--- src/rtl/nvhdr_pkg.sv ---
package nvhdr_pkg;

    localparam int unsigned HDR_BYTES = 16;
    localparam int unsigned OFF_W     = $clog2(HDR_BYTES);
    localparam int unsigned CKS_W     = $clog2(HDR_BYTES * 255 + 1);

    localparam logic [7:0] MARK_BYTE = 8'h7F;
    localparam logic [7:0] FILL_BYTE = 8'h77;
    localparam logic [OFF_W-1:0] CKS_OFF  = OFF_W'(1);
    localparam logic [OFF_W-1:0] LAST_OFF = OFF_W'(HDR_BYTES - 1);

    typedef enum logic [1:0] {
        ST_IDLE,
        ST_EMIT,
        ST_PATCH,
        ST_FIN
    } fmt_state_e;

    typedef struct packed {
        logic             en;
        logic [OFF_W-1:0] off;
        logic [7:0]       data;
    } wr_beat_t;

    // Header content by offset; the checksum slot reads as zero here.
    function automatic logic [7:0] hdr_byte(input logic [OFF_W-1:0] off,
                                            input logic [15:0] len);
        logic [7:0] b;
        case (off)
            OFF_W'(0): b = MARK_BYTE;
            OFF_W'(1): b = 8'h00;
            OFF_W'(2): b = len[15:8];
            OFF_W'(3): b = len[7:0];
            default:   b = FILL_BYTE;
        endcase
        return b;
    endfunction

    // End-around-carry fold of the wide sum into one byte.
    function automatic logic [7:0] fold_sum(input logic [CKS_W-1:0] s);
        logic [8:0] t;
        t = 9'(s[7:0]) + 9'(s[CKS_W-1:8]);
        return t[7:0];
    endfunction

endpackage

--- src/rtl/nvhdr_seq.sv ---
module nvhdr_seq
    import nvhdr_pkg::*;
(
    input  logic             clk,
    input  logic             rst,
    input  logic             start_i,
    input  logic [15:0]      length_i,
    output fmt_state_e       state_o,
    output logic [OFF_W-1:0] idx_o,
    output logic [15:0]      len_o,
    output logic             accept_o
);

    fmt_state_e       state_q;
    logic [OFF_W-1:0] idx_q;
    logic [15:0]      len_q;

    assign accept_o = start_i && (state_q == ST_IDLE);

    always_ff @(posedge clk) begin
        if (rst) begin
            state_q <= ST_IDLE;
            idx_q   <= '0;
            len_q   <= '0;
        end else begin
            case (state_q)
                ST_IDLE: begin
                    if (accept_o) begin
                        state_q <= ST_EMIT;
                        idx_q   <= '0;
                        len_q   <= length_i;
                    end
                end
                ST_EMIT: begin
                    idx_q <= idx_q + OFF_W'(1);
                    if (idx_q == LAST_OFF) state_q <= ST_PATCH;
                end
                ST_PATCH: state_q <= ST_FIN;
                default:  state_q <= ST_IDLE;
            endcase
        end
    end

    assign state_o = state_q;
    assign idx_o   = idx_q;
    assign len_o   = len_q;

    AST_EMIT_STEP: assert property (@(posedge clk) disable iff (rst)
        (state_q == ST_EMIT && idx_q != LAST_OFF)
            |=> (state_q == ST_EMIT && idx_q == $past(idx_q) + OFF_W'(1)));

    AST_LEN_HELD: assert property (@(posedge clk) disable iff (rst)
        (state_q != ST_IDLE) |=> $stable(len_q));

    AST_FIN_ONCE: assert property (@(posedge clk) disable iff (rst)
        (state_q == ST_FIN) |=> (state_q == ST_IDLE));

endmodule

--- src/rtl/nvhdr_cksum.sv ---
module nvhdr_cksum
    import nvhdr_pkg::*;
(
    input  logic       clk,
    input  logic       rst,
    input  logic       clr_i,
    input  logic       add_i,
    input  logic [7:0] byte_i,
    output logic [7:0] cks_o
);

    logic [CKS_W-1:0] acc_q;

    always_ff @(posedge clk) begin
        if (rst || clr_i) begin
            acc_q <= '0;
        end else if (add_i) begin
            acc_q <= acc_q + CKS_W'(byte_i);
        end
    end

    assign cks_o = fold_sum(acc_q);

    AST_NO_OVERFLOW: assert property (@(posedge clk) disable iff (rst)
        (add_i && !clr_i) |=> (acc_q >= $past(acc_q)));

endmodule

--- src/rtl/nvhdr_formatter.sv ---
module nvhdr_formatter
    import nvhdr_pkg::*;
#(
    parameter int unsigned          ADDR_W    = 13,
    parameter logic [ADDR_W-1:0]    BASE_ADDR = '0
) (
    input  logic              clk,
    input  logic              rst,
    input  logic              start_i,
    input  logic [15:0]       length_i,
    output logic              wr_en_o,
    output logic [ADDR_W-1:0] wr_addr_o,
    output logic [7:0]        wr_data_o,
    output logic              busy_o,
    output logic              done_o
);

    fmt_state_e       state;
    logic [OFF_W-1:0] idx;
    logic [15:0]      len_q;
    logic             accept;
    logic [7:0]       cur_byte;
    logic [7:0]       cks;
    wr_beat_t         beat;

    nvhdr_seq u_seq (
        .clk      (clk),
        .rst      (rst),
        .start_i  (start_i),
        .length_i (length_i),
        .state_o  (state),
        .idx_o    (idx),
        .len_o    (len_q),
        .accept_o (accept)
    );

    assign cur_byte = hdr_byte(idx, len_q);

    nvhdr_cksum u_cksum (
        .clk    (clk),
        .rst    (rst),
        .clr_i  (accept),
        .add_i  (state == ST_EMIT),
        .byte_i (cur_byte),
        .cks_o  (cks)
    );

    always_comb begin
        beat = '0;
        case (state)
            ST_EMIT: begin
                beat.en   = 1'b1;
                beat.off  = idx;
                beat.data = cur_byte;
            end
            ST_PATCH: begin
                beat.en   = 1'b1;
                beat.off  = CKS_OFF;
                beat.data = cks;
            end
            default: beat = '0;
        endcase
    end

    assign wr_en_o   = beat.en;
    assign wr_addr_o = BASE_ADDR + ADDR_W'(beat.off);
    assign wr_data_o = beat.data;
    assign busy_o    = (state != ST_IDLE);
    assign done_o    = (state == ST_FIN);

    AST_PATCH_SLOT: assert property (@(posedge clk) disable iff (rst)
        done_o |-> ($past(wr_en_o) && $past(wr_addr_o) == BASE_ADDR + ADDR_W'(1)));

    AST_DONE_PULSE: assert property (@(posedge clk) disable iff (rst)
        done_o |=> (!done_o && !busy_o));

    AST_WR_IN_BUSY: assert property (@(posedge clk) disable iff (rst)
        $rose(busy_o) |-> (wr_en_o && wr_addr_o == BASE_ADDR));

endmodule

--- config.mk ---
export PLATFORM = sky130hd
export DESIGN_NAME = nvhdr_formatter
export DESIGN_NICKNAME = d
export VERILOG_FILES = /design/src/rtl/nvhdr_pkg.sv /design/src/rtl/nvhdr_seq.sv /design/src/rtl/nvhdr_cksum.sv /design/src/rtl/nvhdr_formatter.sv
export SDC_FILE = /design/constraint.sdc
export NUM_CORES = 1
export LEC_CHECK = 0
export BUFFER_PORTS_ARGS = -buffer_cell sky130_fd_sc_hd__buf_4
export CAP_MARGIN = 40
export CORE_UTILIZATION = 45
export DETAILED_ROUTE_END_ITERATION = 8
export PLACE_DENSITY = 0.73
export SYNTH_ARGS = -nofsm -noshare
export SYNTH_HDL_FRONTEND = slang
export SYNTH_SLANG_ARGS = --single-unit
--- constraint.sdc ---
create_clock -name clk -period 5.4 [get_ports clk]
set_input_delay 0.54 -clock clk [delete_from_list [all_inputs] [get_ports clk]]
set_output_delay 0.54 -clock clk [all_outputs]
set_load 0.02 [all_outputs]
# ---- Word level (Yosys, flattened, before mapping)
# Index checks and enable logic that the tools add are counted.
dict set report totals {
  regBits 34
  output_inout_bits 24
  elab_cells 32
}
dict set report op_classes {
  n_addsub 3
  eq_ne 9
  n_mux 7
  n_reduce_logical 9
}
# cell count
set op_table {}
lappend op_table {{8-bit one-hot mux with 4 select lines} 1}
lappend op_table {{13-bit one-hot mux with 2 select lines} 1}
lappend op_table {{12-bit by 8-bit adder with 12-bit output} 1}
lappend op_table {{8-bit by 4-bit adder with 8-bit output} 1}
lappend op_table {{4-bit by 2-bit == test with 1-bit output (second input constant)} 2}
lappend op_table {{4-bit one-hot mux with 2 select lines} 1}
lappend op_table {{2-bit one-hot mux with 3 select lines} 1}
lappend op_table {{2-bit AND reduction} 3}
lappend op_table {{4-bit by 1-bit adder with 4-bit output (second input constant)} 1}
lappend op_table {{2-bit == test (second input constant)} 2}
lappend op_table {{4-bit by 1-bit == test with 1-bit output (second input constant)} 1}
lappend op_table {{4-bit == test (second input constant)} 1}
lappend op_table {{4-bit logical NOT} 1}
lappend op_table {{2-bit two-way mux} 2}
lappend op_table {{4-bit two-way mux} 1}
lappend op_table {{2-bit nonzero test} 2}
lappend op_table {{2-bit by 1-bit == test with 1-bit output (second input constant)} 1}
lappend op_table {{2-bit logical NOT} 1}
lappend op_table {{2-bit by 1-bit inequality test with 1-bit output (second input constant)} 1}
lappend op_table {{2-bit inequality test (second input constant)} 1}
lappend op_table {{1-bit logical AND} 1}
lappend op_table {{1-bit logical OR} 1}

# ---- Logic depth before layout (Yosys ltp)
# Gate-level depths: netlist (run 1).
dict set report depth {
  ltp_word 4
  ltp_mapped 15
}

# ---- By module
# From an unflattened synthesis (run 1), not the netlist that was laid out.
dict set report hier_totals {
  cells_unflattened 305
  area_unflattened_um2 2439.8
}
# mod n_inst cells_per_inst area_each_um2
set by_module_without_submodules {}
lappend by_module_without_submodules {nvhdr_cksum 1 117 1027.2}
lappend by_module_without_submodules {nvhdr_seq 1 111 928.4}
lappend by_module_without_submodules {nvhdr_formatter 1 77 484.2}

# ---- Worst setup path before layout (run 1)
# No wires, ideal clock.
dict set report synth_path {
  path_kind {register -> register}
  startpoint {register u_seq.idx_q[0], in the netlist u_seq.idx_o[0]}
  endpoint {register u_cksum.acc_q[11]}
  setup_time_ps 128
  t_arrival_ps 2717
  t_required_ps 5272
  setup_slack_ps 2555
  path_stages_with_launch 13
  synth_period_minus_slack_ps 2845
  cell_sequence {dfxtp_1 > ha_1 > clkbuf_1 > a22o_1 > nor4_1 > inv_1 > ha_1 > nand3_1 > a2111oi_4 > nor3_2 > a21oi_1 > xnor2_1 > nor2_1}
}
dict set report synth_via {
  elab_chain_cells 3
  elab_cells_between_ends 6
  classes_between {add/sub (1); eq/ne (3); mux (1); reduce/logical (1)}
}
# element line_no
set synth_lines {}
lappend synth_lines {{start, declared} nvhdr_seq.sv:15} ;# logic [OFF_W-1:0] idx_q;
lappend synth_lines {{start signal, assigned} nvhdr_seq.sv:35} ;# idx_q <= idx_q + OFF_W'(1);
lappend synth_lines {{4-bit by 2-bit == test with 1-bit output (tied with other cells)} nvhdr_pkg.sv:29} ;# case (off)
lappend synth_lines {{8-bit one-hot mux with 4 select lines (*)} nvhdr_pkg.sv:29}
lappend synth_lines {{12-bit by 8-bit adder with 12-bit output (*)} nvhdr_cksum.sv:18} ;# acc_q <= acc_q + CKS_W'(byte_i);
lappend synth_lines {{end signal, assigned} nvhdr_cksum.sv:18}
lappend synth_lines {{end, declared} nvhdr_cksum.sv:12} ;# logic [CKS_W-1:0] acc_q;
# Mark *: on every way between the ends. The rest lies on a longest branch, timed or not.
# A chain may end at the register's enable or synchronous reset.

# ---- Worst setup path after layout (run 1)
# Ends and elaborated chain as after synthesis.

==> metrics.cfg, run 1 <==
[run_status]
status = complete, no violations

[sta]
slew_headroom = 0.5489
final.setup.worst_slack_ns = 2.102
rsz0062_at_grt = false
final_hold_viol_count = 0
min_period_ns = 3.298
setup_viol_count_final = 0
tns_ns = 0
tightest_slew_ns = 0.6705
finClkSkew_ns = 0.004574
period_share = 0.6108
finalMaxSlewViolations = 0
fmax_mhz = 303.2

[global_route]
grt_max_degree = 25
grt_pass1_vias = 1817
antenna_found_initial = 0
grt_pass1_wl_um = 8590
overflow = 0
grt_usage = 0.2091

[route]
wirelength_um = 4998
viasPerCell = 5.098
drt_iter0_markers = 104
first_pass_iters = 4
vias = 1968
drc = 0
wl_per_cell_um = 12.95
drtAntennaViolNets = 0

[clocking]
clkTransAtPathRegs_ns = 0.07
cts_root_buf = clkbuf_8
cts_buffers = 5
cts_max_level = 2
cts-resized-gates = 0
clock-sinks = 34
cts_setup_buffers = 0
clk_latency_ns = 0.28
clk_path_buf_depth = 2
ctsHoldBuffers = 0
cts_tree = done

[setup_path]
max_stage_delay_ns = 0.63
start_kind = register
end_kind = register
worstPathArrival_ns = 3.46
cp_top_family = simple AND/OR/NAND/NOR gates
path_buf_inv = 1
crit_chain = ha_1 -> nor3_1 -> nor4_1 -> inv_1 -> ha_1 -> a21oi_1 -> a21oi_1 -> nor3_2 -> a21oi_1 -> xnor2_1 -> nor2_1
critPathKind = reg2reg
worstPathRequired_ns = 5.56
cp_slowest_cell = nor4_1
path_max_fanout = 13
crit_top_cell = a21oi_1

[placed_design]
portBuffers = 33
gp_congestion = 0.8497
place_ws_ns = 2.117
hpwl_um = 3888
placed_cells = 378

[finish]
num_antenna_cells = 0
finish.net_count = 359
regArea_um2 = 680.7
multi_input_area_mm2 = 0.001493
drive_gt1_frac = 0.1567
fin_cells = 386
n_fill_cell = 474
area_growth_pct = 14.76

[synthesis]
synthArstFlopShare = 0
synth_cell_type_count = 46
synth-seq-cells = 34
synth-main-ff-cell = dfxtp_1
yosysWarnings = 0
syn_inst = 291
avgSynthCellArea_um2 = 7.954
netlist_area_mm2 = 0.002315
synth-edff-count = 0
yosysSeqAreaShare = 0.2941

[power_and_ir_drop]
switching_share = 0.4314
p_sw_uw = 522.6
pwr-share-clk = 0.158
power_density_mw_per_mm2 = 456.0
seqPwrFrac = 0.290
power.share.combinational = 0.552
p_leak_nw = 1.092
ir_drop_uv = 205.0
p_int_uw = 688.7

[floorplan]
rows = 25
io-pin-count = 43
die_h_um = 73.72
dieArea_mm2 = 0.005435
fp.dieW_um = 73.72
coreArea_mm2 = 0.004848
start_util = 0.4774

[min_path]
hp-class = reg2reg

[run]
cap_violations = 0

==> cell usage after synthesis (5+ instances only) <==
library cell,n,area (um2)
a22oi_1,11,82.58
xnor2_1,12,105.1
clkbuf_1,10,37.54
o21ai_0,7,35.03
ha_1,20,250.2
o21ai_1,8,40.04
nor2_1,26,97.59
xor2_1,5,43.79
mux2i_1,5,50.05
nand3_1,10,50.05
a21oi_1,30,150.1
inv_1,12,45.04
nand2_1,48,180.2
buf_4,9,67.56
dfxtp_1,34,680.7
==> per-layer routing <==
| metal | vias up | GRT usage | share of wire |
|---|---|---|---|
| li1 | 1041 | - | - |
| met1 | 858 | 0.2833 | 0.49 |
| met2 | 57 | 0.3180 | 0.44 |
| met3 | 12 | 0.04390 | 0.048 |
| met4 | 0 | 0.09402 | 0.022 |
| met5 | - | 0 | 0 |
==> through the flow <==
stage | utilization | instance area, um2 | hold slack [ns] | total power [mW]
final | 0.5479 | 2656 | 0.4596 | 1.211
after CTS | 0.5479 | 2656 | 0.4599 | 1.218
after global routing | 0.5479 | 2656 | 0.4740 | 1.315
after detailed placement | 0.5290 | 2565 | 0.4506 | 1.024
after global placement | 0.5259 | 2550 | 0.4456 | 1.005
after floorplan | - | 2345 | 0.4306 | 0.8684
==> state kept, by name, summed over array words and instances (netlist names) <==
register	count
u_seq.idx_o	4
u_cksum.acc_q	12
u_seq.state_o	2
u_seq.len_o	16
==> logic make-up after synthesis <==
group	synth area share
adder cells (fa/ha/maj)	0.1254
XOR/XNOR	0.06432
flip-flops	0.2941
AO/OA/AOI/OAI	0.2119
other	0.001620
multiplexers	0.02162
buffers and inverters	0.07405
AND/OR/NAND/NOR	0.2070
==> worst reg2reg max path, stage by stage, from the launching register on <==
cell	delay, ns
dfxtp_1	0.40
ha_1	0.48
nor3_1	0.16
nor4_1	0.63
inv_1	0.11
ha_1	0.22
a21oi_1	0.32
a21oi_1	0.17
nor3_2	0.34
a21oi_1	0.14
xnor2_1	0.16
nor2_1	0.05
==> area by class of cell <==
| type | instances | area share |
|---|---|---|
| Timing Repair Buffer | 34 | 0.09892 |
| Clock inverter | 1 | 0.001884 |
| Inverter | 12 | 0.01696 |
| Tap cell | 67 | 0.03156 |
| Sequential cell | 34 | 0.2562 |
| Clock buffer | 7 | 0.03250 |
| Multi-Input combinational cell | 231 | 0.5619 |
==> cell usage in the layout (no fill, tap or decap), types with 2 or more instances in the layout <==
cell type / instances
nand2_1: 48
a21oi_1: 30
o21ai_1: 8
ha_1: 20
o21ai_0: 7
and3_1: 3
nand2b_1: 2
nor2_1: 26
dfxtp_1: 34
nand3_1: 10
nor3_2: 2
mux2i_1: 5
conb_1: 9
nor4_1: 2
buf_4: 33
clkbuf_8: 6
inv_1: 12
xor2_1: 5
a22oi_1: 11
xnor2_1: 12
o211ai_1: 4
nor2b_1: 4
fa_1: 2
==> power groups by stage <==
| stage | logic [mW] | clock network [mW] | registers [mW] |
|---|---|---|---|
| after floorplan | 0.526 | 0 | 0.343 |
| after global placement | 0.648 | 0 | 0.356 |
| after detailed placement | 0.667 | 0 | 0.358 |
| after CTS | 0.669 | 0.197 | 0.352 |
| after global routing | 0.747 | 0.208 | 0.359 |
| final | 0.668 | 0.191 | 0.352 |
==> final timing paths <==
kind                                     start                end  slack [ns]  cells after the start
worst max-delay path            u_seq.idx_o[0]  u_cksum.acc_q[11]        2.10                     11
worst min-delay path            u_seq.len_o[8]     u_seq.len_o[8]        0.46                      2
worst max register to register  u_seq.idx_o[0]  u_cksum.acc_q[11]        2.10                     11
worst min register to register  u_seq.len_o[8]     u_seq.len_o[8]        0.46                      2
Power figures use the tool's default switching activity.
==> run 2, diff against run 1 <==
==> constraint.sdc (replaced) <==
create_clock -name clk -period 3.2 [get_ports clk]
set_input_delay 0.32 -clock clk [delete_from_list [all_inputs] [get_ports clk]]
set_output_delay 0.32 -clock clk [all_outputs]
set_load 0.02 [all_outputs]
==> metrics.cfg, run 2 (synthesized netlist as in run 1, its figures left out) <==
[placed_design]
place_area_mm2 = 0.002587  ; +0.88%
portBuffers = 33  ; unchanged
hpwl_um = 3921  ; +0.85%
place_ws_ns = 0.2659  ; -1.851 ns
gp_congestion = 0.8483  ; -0.16%

[floorplan]
die_h_um = 73.72  ; unchanged
coreArea_mm2 = 0.004848  ; unchanged
start_util = 0.4774  ; unchanged
rows = 25  ; unchanged
fp.dieW_um = 73.72  ; unchanged
dieArea_mm2 = 0.005435  ; unchanged
io-pin-count = 43  ; unchanged

[finish]
area_growth_pct = 16.76
final_common_cell = nand2_1
finalInstanceArea_mm2 = 0.002703  ; +1.7%
drive_gt1_frac = 0.1734  ; +0.01663
largest_register_ffs = 16  ; unchanged
n_fill_cell = 460  ; -3.0%
num_antenna_cells = 0  ; unchanged
layout_common_cells = 48 x nand2_1, 38 x buf_4, 34 x dfxtp_1
finish.net_count = 363  ; +1.1%

[route]
first_pass_iters = 4  ; unchanged
wirelength_um = 5265  ; +5.3%
vias = 2049  ; +4.1%
viasPerCell = 5.254  ; +3.0%
drc = 0  ; unchanged
wl_per_cell_um = 13.50  ; +4.3%
drt_iter0_markers = 84  ; -19%
drtAntennaViolNets = 0  ; unchanged

[setup_path]
start_kind = register
worstPathRequired_ns = 3.37  ; -2.19 ns
critPathKind = reg2reg
worstPathArrival_ns = 3.08  ; -0.38 ns
end_kind = register
path_max_fanout = 7  ; -6

[sta]
period_share = 0.9099  ; +0.2991
fmax_mhz = 343.5  ; +13%
final_hold_viol_count = 0  ; unchanged
setup_viol_count_final = 0  ; unchanged
rsz0062_at_grt = false
tns_ns = 0  ; unchanged
slew_headroom = 0.6120  ; +0.06308
final.setup.worst_slack_ns = 0.2884  ; -1.813 ns
finalMaxSlewViolations = 0  ; unchanged
finClkSkew_ns = 0.01026  ; +0.005691 ns
tightest_slew_ns = 0.5820  ; -0.08844 ns
min_period_ns = 2.912  ; -0.3868 ns
timing.hold.ws_ns = 0.2846  ; -0.1750 ns

[clocking]
cts_max_level = 2  ; unchanged
cts_buffers = 5  ; unchanged
cts_tree = done
clock-sinks = 34  ; unchanged
cts-resized-gates = 0  ; unchanged
clkTransAtPathRegs_ns = 0.07  ; about the same
cts_root_buf = clkbuf_8
cts_setup_buffers = 0  ; unchanged
ctsHoldBuffers = 0  ; unchanged
clk_latency_ns = 0.28  ; about the same
clk_path_buf_depth = 2  ; unchanged

[power_and_ir_drop]
p_total_mw = 2.101  ; +73%
p_leak_nw = 1.121  ; +2.7%
power_density_mw_per_mm2 = 777.2  ; +70%
ir_drop_uv = 384.6  ; +88%

[global_route]
overflow = 0  ; unchanged
grt_pass1_vias = 1976  ; +8.8%
grt_max_degree = 26  ; +4.0%
grt_pass1_wl_um = 9066  ; +5.5%
antenna_found_initial = 0  ; unchanged
grt_usage = 0.2175  ; +0.008387

[run_status]
status = complete, no violations

[min_path]
hp-class = in2reg

[run]
cap_violations = 0  ; unchanged

run 2: cell count changes in the layout (fill, tap and decap cells not counted):
cell,change
clkbuf_8,+2
buf_8,-1
clkinv_2,-1
clkbuf_1,-1
nor3_1,-1
buf_4,+5
nor3_2,+1
run 2: path summary, 6_finish.rpt:
check | to | slack [ns] | from | depth (start not counted)
hold reg to reg | u_seq.len_o[4] | 0.46 | u_seq.len_o[4] | 2
setup reg to reg | u_cksum.acc_q[6] | 0.29 | u_seq.idx_o[1] | 13
setup / recovery | u_cksum.acc_q[6] | 0.29 | u_seq.idx_o[1] | 13
hold / removal | u_seq.len_o[14] | 0.28 | length_i[14] | 3
run 2: area by class of cell:
type | count | area, um2 | share of cell area
clock buffer | 8 | 110.1 | 0.04074
inverter | 12 | 45.04 | 0.01667
multi-input combinational | 231 | 1498 | 0.5542
tap | 67 | 83.83 | 0.03102
timing repair buffer | 38 | 285.3 | 0.1056
sequential | 34 | 680.7 | 0.2519
run 2: critical path: stages, from the launching register on:
cell      delay [ns]
dfxtp_1         0.41
ha_1            0.35
nor3_2          0.10
nor3_2          0.27
o21ai_1         0.16
ha_1            0.22
inv_1           0.07
fa_1            0.19
nor2b_1         0.07
o311ai_1        0.31
a21oi_1         0.17
o31a_1          0.28
xnor2_1         0.13
a21oi_1         0.08
run 2: metrics by stage:
stage	utilization	instances
after detailed placement	0.5337	382
final	0.5574	390
after global placement	0.5337	382
after global routing	0.5574	390
after CTS	0.5564	390
after floorplan	-	299
run 2: metal layers:
layer,global-route usage,share of wire,vias to the layer above
met3,0.04252,0.052,6
met5,0,0,-
met2,0.3568,0.47,64
met4,0.07051,0.011,0
li1,-,-,1046
met1,0.2854,0.47,933
run 2: where the power goes:
part / switching, mW / internal [mW]
registers: 0.0889 / 0.508
logic: 0.653 / 0.481
clock network: 0.153 / 0.217
==> run 3, diff against run 2 <==
--- a/config.mk
+++ b/config.mk
@@ -10,6 +10,7 @@
 export CORE_UTILIZATION = 45
 export DETAILED_ROUTE_END_ITERATION = 8
 export PLACE_DENSITY = 0.73
+export REMOVE_ABC_BUFFERS = 1
 export SYNTH_ARGS = -nofsm -noshare
 export SYNTH_HDL_FRONTEND = slang
 export SYNTH_SLANG_ARGS = --single-unit
==> metrics.cfg, run 3 (synthesized netlist as in run 1, its figures left out) <==
[floorplan]
start_util = 0.4774  ; unchanged
io-pin-count = 43  ; unchanged
fp.dieW_um = 73.72  ; unchanged
dieArea_mm2 = 0.005435  ; unchanged
die_h_um = 73.72  ; unchanged
rows = 25  ; unchanged
coreArea_mm2 = 0.004848  ; unchanged

[clocking]
ctsHoldBuffers = 0  ; unchanged
cts_max_level = 2  ; unchanged
clock-sinks = 34  ; unchanged
clkTransAtPathRegs_ns = 0.07  ; about the same
clk_path_buf_depth = 2  ; unchanged
cts_tree = done
cts_root_buf = clkbuf_8
clk_latency_ns = 0.29  ; about the same
cts_buffers = 5  ; unchanged

[sta]
setup_viol_count_final = 0  ; unchanged
tightest_slew_ns = 0.5781  ; -0.003925 ns
finClkSkew_ns = 0.004171  ; -0.006094 ns
final_hold_viol_count = 0  ; unchanged
min_period_ns = 2.946  ; +0.03444 ns
finalMaxSlewViolations = 0  ; unchanged
timing.hold.ws_ns = 0.2696  ; -0.01507 ns
slew_headroom = 0.6146  ; +0.002617
period_share = 0.9206  ; +0.01076
fmax_mhz = 339.4  ; -1.2%

[placed_design]
gp_congestion = 0.8739  ; +3.0%
place_area_mm2 = 0.002587  ; unchanged
hpwl_um = 3958  ; +0.94%
portBuffers = 33  ; unchanged

[power_and_ir_drop]
p_leak_nw = 1.112  ; -0.75%
p_int_mw = 1.174  ; -2.6%
p_total_mw = 2.091  ; -0.45%
seqPwrFrac = 0.285  ; about the same
power_density_mw_per_mm2 = 774.9  ; -0.31%
power.share.combinational = 0.555  ; +0.015
switching_share = 0.4384  ; +0.01267
p_sw_uw = 916.8  ; +2.5%
ir_drop_uv = 303.5  ; -21%
pwr-share-clk = 0.161  ; -0.015

[global_route]
grt_usage = 0.2235  ; +0.006018
grt_max_degree = 25  ; -3.8%
antenna_found_initial = 0  ; unchanged
grt_pass1_wl_um = 9156  ; +0.99%
overflow = 0  ; unchanged
grt_pass1_vias = 1921  ; -2.8%

[finish]
final_common_cell = nand2_1
drive_gt1_frac = 0.1796  ; +0.006192
num_antenna_cells = 0  ; unchanged
layout_common_cells = 48 x nand2_1, 38 x buf_4, 34 x dfxtp_1
finish.net_count = 363  ; unchanged
largest_register_ffs = 16  ; unchanged
area_growth_pct = 16.59
finalInstanceArea_mm2 = 0.002699  ; -0.14%

[route]
wl_per_cell_um = 13.64  ; +1.0%
vias = 2023  ; -1.3%
drc = 0  ; unchanged
wirelength_um = 5319  ; +1.0%
first_pass_iters = 4  ; unchanged
drt_iter0_markers = 131  ; +56%
drtAntennaViolNets = 0  ; unchanged
viasPerCell = 5.187  ; -1.3%

[setup_path]
worstPathArrival_ns = 3.12  ; +0.04 ns
start_kind = register
end_kind = register
critPathKind = reg2reg
path_max_fanout = 5  ; -2
reg2regPathDepth = 11  ; -2
worstPathRequired_ns = 3.37  ; about the same

[run_status]
status = complete, no violations

[min_path]
hold_depth = 3  ; unchanged
hp-class = in2reg

[run]
cap_violations = 0  ; unchanged

[run 3: cell types whose count changed in the layout (fill, tap and decap cells not counted), sizes merged]
cell,previous run,this run
clkinv,0,1
clkbuf,8,6
clkinvlp,0,1
[run 3: per-stage QoR]
stage	util	setup WS, ns	TNS [ns]	instances
global placement	0.5337	0.3798	0	382
global route	0.5566	-0.0002509	-0.0002509	390
finish	0.5566	0.2539	0	390
CTS	0.5533	0.2590	0	390
floorplan	-	0.3653	0	277
detailed placement	0.5337	0.2920	0	382
[run 3: worst paths after layout]
path,start,end,slack [ns]
max,u_seq.idx_o[0],u_cksum.acc_q[11],0.25
min,length_i[15],u_seq.len_o[15],0.27
max reg2reg,u_seq.idx_o[0],u_cksum.acc_q[11],0.25
min reg2reg,u_seq.len_o[8],u_seq.len_o[8],0.46
[run 3: final cells by class]
class / instances / area (um2)
clock inverters: 2 / 12.51
repair buffers: 38 / 285.3
clock buffers: 6 / 82.58
well taps: 67 / 83.83
flip-flops and latches: 34 / 680.7
multi-input cells: 231 / 1509
fillers: 474 / 2150
inverters: 12 / 45.04
[run 3: power groups by stage]
| stage | clock network (mW) | logic [mW] | registers, mW |
|---|---|---|---|
| after detailed placement | 0 | 1.13 | 0.603 |
| after CTS | 0.343 | 1.13 | 0.593 |
| final | 0.336 | 1.16 | 0.595 |
| after global placement | 0 | 1.11 | 0.598 |
| after floorplan | 0 | 0.856 | 0.578 |
| after global routing | 0.361 | 1.29 | 0.607 |
[run 3: routing by layer]
layer / global-route usage / wire [um]
met1: 0.3014 / 2446
met2: 0.3588 / 2533
met3: 0.04252 / 291
met4: 0.07051 / 48
met5: 0 / 0
[run 3: critical path, cell delays in order (launching register included)]
cell and delay (ns):
dfxtp_1 0.40, inv_1 0.11, ha_1 0.29, nor3_2 0.32
o21ai_1 0.15, ha_1 0.35, a21oi_1 0.36, a21oi_1 0.18
nor3_2 0.34, a21oi_1 0.14, xnor2_1 0.15, nor2_1 0.05
[run 3: timing repair]
action,4_1_cts,5_1_grt
endpoints found under the setup margin,0,3
gates resized for setup,0,3
setup buffers,0,0
